### src/rtl/isc_pkg.sv
package isc_pkg;

  localparam int NCAT  = 8;
  localparam int SEL_W = $clog2(NCAT);

  // Bit position in slot_cat and counter index; the bench depends on this.
  typedef enum logic [SEL_W-1:0] {
    CAT_SYNC    = 3'd0,
    CAT_MEMBAR  = 3'd1,
    CAT_ATOMIC  = 3'd2,
    CAT_CTRL    = 3'd3,
    CAT_FULL    = 3'd4,
    CAT_DIVERGE = 3'd5,
    CAT_SCORE   = 3'd6,
    CAT_PIPE    = 3'd7
  } slot_cat_e;

  typedef logic [NCAT-1:0] cat_vec_t;

endpackage

### src/rtl/isc_classify.sv
module isc_classify
  import isc_pkg::*;
#(
  parameter int THREADS = 32,
  parameter int ACT_W   = $clog2(THREADS+1)
) (
  input  logic             en,
  input  logic             any_valid,
  input  logic             sync_wait,
  input  logic             membar_wait,
  input  logic             atomic_wait,
  input  logic             sb_fail,
  input  logic             issued,
  input  logic [ACT_W-1:0] active_thr,
  output cat_vec_t         cat
);

  localparam logic [ACT_W-1:0] FULL_CNT = ACT_W'(THREADS);

  slot_cat_e sel;

  // Priority tree: idle reasons versus work present
  always_comb begin
    sel = CAT_CTRL;
    if (!any_valid) begin
      if (sync_wait)        sel = CAT_SYNC;
      else if (membar_wait) sel = CAT_MEMBAR;
      else if (atomic_wait) sel = CAT_ATOMIC;
      else                  sel = CAT_CTRL;
    end else if (issued) begin
      sel = (active_thr >= FULL_CNT) ? CAT_FULL : CAT_DIVERGE;
    end else if (sb_fail) begin
      sel = CAT_SCORE;
    end else begin
      sel = CAT_PIPE;
    end
  end

  always_comb begin
    cat = '0;
    if (en) cat[sel] = 1'b1;
  end

endmodule

### src/rtl/isc_sat_counter.sv
module isc_sat_counter #(
  parameter int W = 32
) (
  input  logic         clk,
  input  logic         rst_n,
  input  logic         clr,
  input  logic         inc,
  output logic [W-1:0] q
);

  localparam logic [W-1:0] TOP = {W{1'b1}};

  logic [W-1:0] q_nxt;
  logic         q_ce;

  always_comb begin
    q_ce  = clr | (inc & (q != TOP));
    q_nxt = clr ? '0 : q + 1'b1;
  end

  always_ff @(posedge clk or negedge rst_n) begin
    if (!rst_n)    q <= '0;
    else if (q_ce) q <= q_nxt;
  end

endmodule

### src/rtl/isc_readout.sv
module isc_readout #(
  parameter int N     = 8,
  parameter int W     = 32,
  parameter int SEL_W = $clog2(N)
) (
  input  logic                clk,
  input  logic                rst_n,
  input  logic [N-1:0][W-1:0] cnt,
  input  logic [SEL_W-1:0]    sel,
  output logic [W-1:0]        q
);

  logic [W-1:0] q_nxt;

  always_comb begin
    q_nxt = '0;
    for (int i = 0; i < N; i++) begin
      if (sel == SEL_W'(i)) q_nxt = cnt[i];
    end
  end

  always_ff @(posedge clk or negedge rst_n) begin
    if (!rst_n) q <= '0;
    else        q <= q_nxt;
  end

endmodule

### src/rtl/issue_slot_classifier.sv
module issue_slot_classifier
  import isc_pkg::*;
#(
  parameter int THREADS = 32,
  parameter int CNT_W   = 32,
  localparam int ACT_W  = $clog2(THREADS+1)
) (
  input  logic               clk,
  input  logic               rst_n,
  input  logic               count_en,
  input  logic               cnt_clr,
  input  logic               any_valid,
  input  logic               sync_wait,
  input  logic               membar_wait,
  input  logic               atomic_wait,
  input  logic               sb_fail,
  input  logic               issued,
  input  logic [ACT_W-1:0]   active_thr,
  input  logic [SEL_W-1:0]   rd_idx,
  output logic [NCAT-1:0]    slot_cat,
  output logic [CNT_W-1:0]   rd_data
);

  cat_vec_t                    cat;
  logic [NCAT-1:0][CNT_W-1:0]  cnt_arr;

  isc_classify #(
    .THREADS (THREADS),
    .ACT_W   (ACT_W)
  ) u_classify (
    .en          (count_en),
    .any_valid   (any_valid),
    .sync_wait   (sync_wait),
    .membar_wait (membar_wait),
    .atomic_wait (atomic_wait),
    .sb_fail     (sb_fail),
    .issued      (issued),
    .active_thr  (active_thr),
    .cat         (cat)
  );

  for (genvar g = 0; g < NCAT; g++) begin : g_cnt
    isc_sat_counter #(.W(CNT_W)) u_cnt (
      .clk   (clk),
      .rst_n (rst_n),
      .clr   (cnt_clr),
      .inc   (cat[g]),
      .q     (cnt_arr[g])
    );
  end

  isc_readout #(
    .N     (NCAT),
    .W     (CNT_W),
    .SEL_W (SEL_W)
  ) u_readout (
    .clk   (clk),
    .rst_n (rst_n),
    .cnt   (cnt_arr),
    .sel   (rd_idx),
    .q     (rd_data)
  );

  assign slot_cat = cat;

endmodule

### config.mk
export PLATFORM = sky130hd
export DESIGN_NAME = issue_slot_classifier
export DESIGN_NICKNAME = d
export VERILOG_FILES = /design/src/rtl/isc_pkg.sv /design/src/rtl/isc_classify.sv /design/src/rtl/isc_sat_counter.sv /design/src/rtl/isc_readout.sv /design/src/rtl/issue_slot_classifier.sv
export SDC_FILE = /design/constraint.sdc
export NUM_CORES = 1
export LEC_CHECK = 0
export BUFFER_PORTS_ARGS = -buffer_cell sky130_fd_sc_hd__buf_2
export CAP_MARGIN = 10
export CORE_MARGIN = 2
export CORE_UTILIZATION = 43
export CTS_BUF_LIST = sky130_fd_sc_hd__clkbuf_8
export CTS_CLUSTER_DIAMETER = 50
export DETAILED_ROUTE_END_ITERATION = 6
export PLACE_DENSITY_LB_ADDON = 0.12
export SETUP_SLACK_MARGIN = 0.4
export SYNTH_ARGS = -nofsm -noshare
export SYNTH_HDL_FRONTEND = slang
export SYNTH_SLANG_ARGS = --single-unit
export TNS_END_PERCENT = 100
### constraint.sdc
create_clock -name clk -period 4.4 [get_ports clk]
set_input_delay 0.88 -clock clk [delete_from_list [all_inputs] [get_ports clk]]
set_output_delay 0.88 -clock clk [all_outputs]
set_load 0.05 [all_outputs]
==> reports/qor.yml <==
grt_pass1_wl_um: 82810
place_congestion: 0.8786
dieWidth_um: 204.2
power.internal_w: 0.004327
post-route-min-period_ns: 3.208
grtUsageMet3_pct: 4.385
hold_buffers: 0
grt_overflow: 0
cts_htree_levels: 2
top_usage_layer: "met1"
initialDrtViolationCount: 1344
maxSlewHeadroom_pct: 22.89
vias_per_cell: 6.158
portBuffers: 53
hold_violations: 0
clkLatencyLatePin_ns: 0.66
drive_gt1_share_pct: 14.70
seqPwrFrac_pct: 45.9
die_h_um: 204.2
r2r_slack_ns: 1.31
rows: 73
crit_arrival_ns: 2.33
async_reset_ff_share_pct: 100.0
fin_worst_skew_ns: 0.03700
route.vias.total: 15390
synthTopCellsByArea: "dfrtp_1, a21oi_1, o21ai_0, mux2_2, or3_1"
cts_tree: "built"
cts.clk_slew.worst_paths_ns: 0.06
p_clk_share_pct: 49.5
initial_core_util_pct: 43.46
final_max_slew_viol_count: 0
ys_seq_area_share_pct: 41.83
dieArea_mm2: 0.04169
place_ws_ns: 1.042
synth_edf_count: 0
setup_viol: 0
peakVddDrop_uv: 194.1
dp_hpwl_um: 38010
synth_warnings: 0
antenna_found_initial: 3
cp_slowest_cell: "nor4b_4"
area_delta_synth_final_pct: 11.13
num-nets-final: 1956
cts-root-buf: "clkbuf_8"
ant_nets: 0
crit_required_ns: 3.52
cts_resized: 0
synth_top_flop_cell: "dfrtp_1"
p_per_area_mw_per_mm2: 302.8
yosys.area.top_type: "dfrtp_1"
path_max_fanout: 8
cp_num_buf_inv: 2
grt_max_degree: 108
syn-mean-instance-area_um2: 9.035
crit_chain: "buf_2, nor4b_4, and2_1, buf_2"
critical_path.max_stage_delay_ns: 0.50
syn_area_mm2: 0.01723
cp_common_cell: "buf_2"
cts_setup_buffers: 0
status: "completed"
tightestPinTransition_ns: 1.148
endpoint_kind: "primary output"
p_sw_share_pct: 25.36
critical_path_class: "in -> out"
drcViolationCount: 0
numClockSinks: 288
design_area_mm2: 0.01915
hold-worst-slack_ns: 0.2646
period_share_pct: 72.91
core_area_mm2: 0.03964
crit_family: "simple AND/OR/NAND/NOR gates"
wirelength_um: 53420
synth_nets: 1934
grt_util_met2_pct: 37.41
ios: 59
post_dp_cell_area_mm2: 0.01796
p_comb_share_pct: 4.6
start_kind: "primary input"
cts_buffer_depth: 3
tns_ns: 0
grt_pass1_vias: 14090
first_pass_iters: 6
p_sw_w: 0.001470
grt_use_met1_pct: 38.19
rsz0062_at_grt: "no"
fmax_mhz: 311.7
holdCritPathClass: "in -> async"
leakage_nw: 7.436
synthCells: 1907
setup_ws_ns: 1.192
ys_ff_latch: 288
yosysUniqueCellTypes: 78
avgRoutedWirePerCell_um: 21.38
grt_use_total_pct: 25.68
synth_top_area_share_pct: 41.83
cts_buffers: 55
cap_violations: 0
==> cell usage after synthesis (all sizes together) (46+ instances only) <==
master  number
or3        109
a21oi      175
dfrtp      288
nand3       78
nor2       150
nand2      174
inv         46
nand4       70
mux2        63
clkbuf      81
o21ai      146
or4         52
==> power by group through the flow <==
stage          sequential, W  clock, W  combinational, W
3_5_place_dp         0.00271         0          0.000272
2_1_floorplan        0.00271         0          0.000140
5_1_grt              0.00266   0.00306          0.000296
6_report             0.00266   0.00287          0.000269
3_3_place_gp         0.00271         0          0.000270
4_1_cts              0.00266   0.00294          0.000272
==> path summary, 6_finish.rpt <==
path	from	endpoint	depth (start not counted)
worst max-delay path	count_en	slot_cat[2]	4
worst min-delay path	rst_n	g_cnt[0].u_cnt.q[18]	1
worst max register to register	g_cnt[3].u_cnt.q[1]	g_cnt[3].u_cnt.q[0]	6
worst min register to register	g_cnt[2].u_cnt.q[12]	g_cnt[2].u_cnt.q[12]	1
max in group asynchronous	rst_n	g_cnt[6].u_cnt.q[25]	2
min in group clk	g_cnt[2].u_cnt.q[12]	g_cnt[2].u_cnt.q[12]	1
==> sequential cells by signal, indices dropped and copies added (netlist names) <==
signal         flops
g_cnt.u_cnt.q    256
u_readout.q       32
==> final cells by class <==
class / count / area, µm²
Fill cell: 3845 / 20490
Sequential cell: 288 / 7207
Tap cell: 525 / 656.9
Inverter: 47 / 176.4
Timing Repair Buffer: 80 / 565.5
Clock inverter: 35 / 275.3
Multi-Input combinational cell: 1457 / 9354
Clock buffer: 66 / 908.4
Antenna cell: 1 / 2.502
==> stage by stage <==
step	total power [W]	util [%]	std cells
after global placement	0.002977	45.31	2397
after global routing	0.006011	48.29	2498
final	0.005797	48.30	2499
after floorplan	0.002855	-	1907
after CTS	0.005869	48.29	2498
after detailed placement	0.002979	45.31	2397
==> placed cells by master (no fill, tap or decap), types with 62 or more instances in the layout <==
master    instances
a21oi_1         175
clkbuf_8         66
dfrtp_1         288
mux2_2           62
nand2_1         174
nand3_1          77
nand4_1          70
nor2_1          150
o21ai_0         146
or3_1           109
==> cells by family after synthesis <==
kind of cell / synth area share [%]
XOR/XNOR: 2.745
AND/OR/NAND/NOR: 25.91
flip-flops: 41.83
buffers and inverters: 3.914
multiplexers: 9.187
adder cells (fa/ha/maj): 0.5810
AO/OA/AOI/OAI: 15.83
==> per-layer routing <==
metal	up-vias	share of wire (%)	routed length (µm)
met1	7560	47	24850
met3	82	7.0	3728
li1	7184	-	-
met4	4	3.1	1642
met2	558	43	23170
met5	-	0.045	24
(Power assumes the default switching activity.)
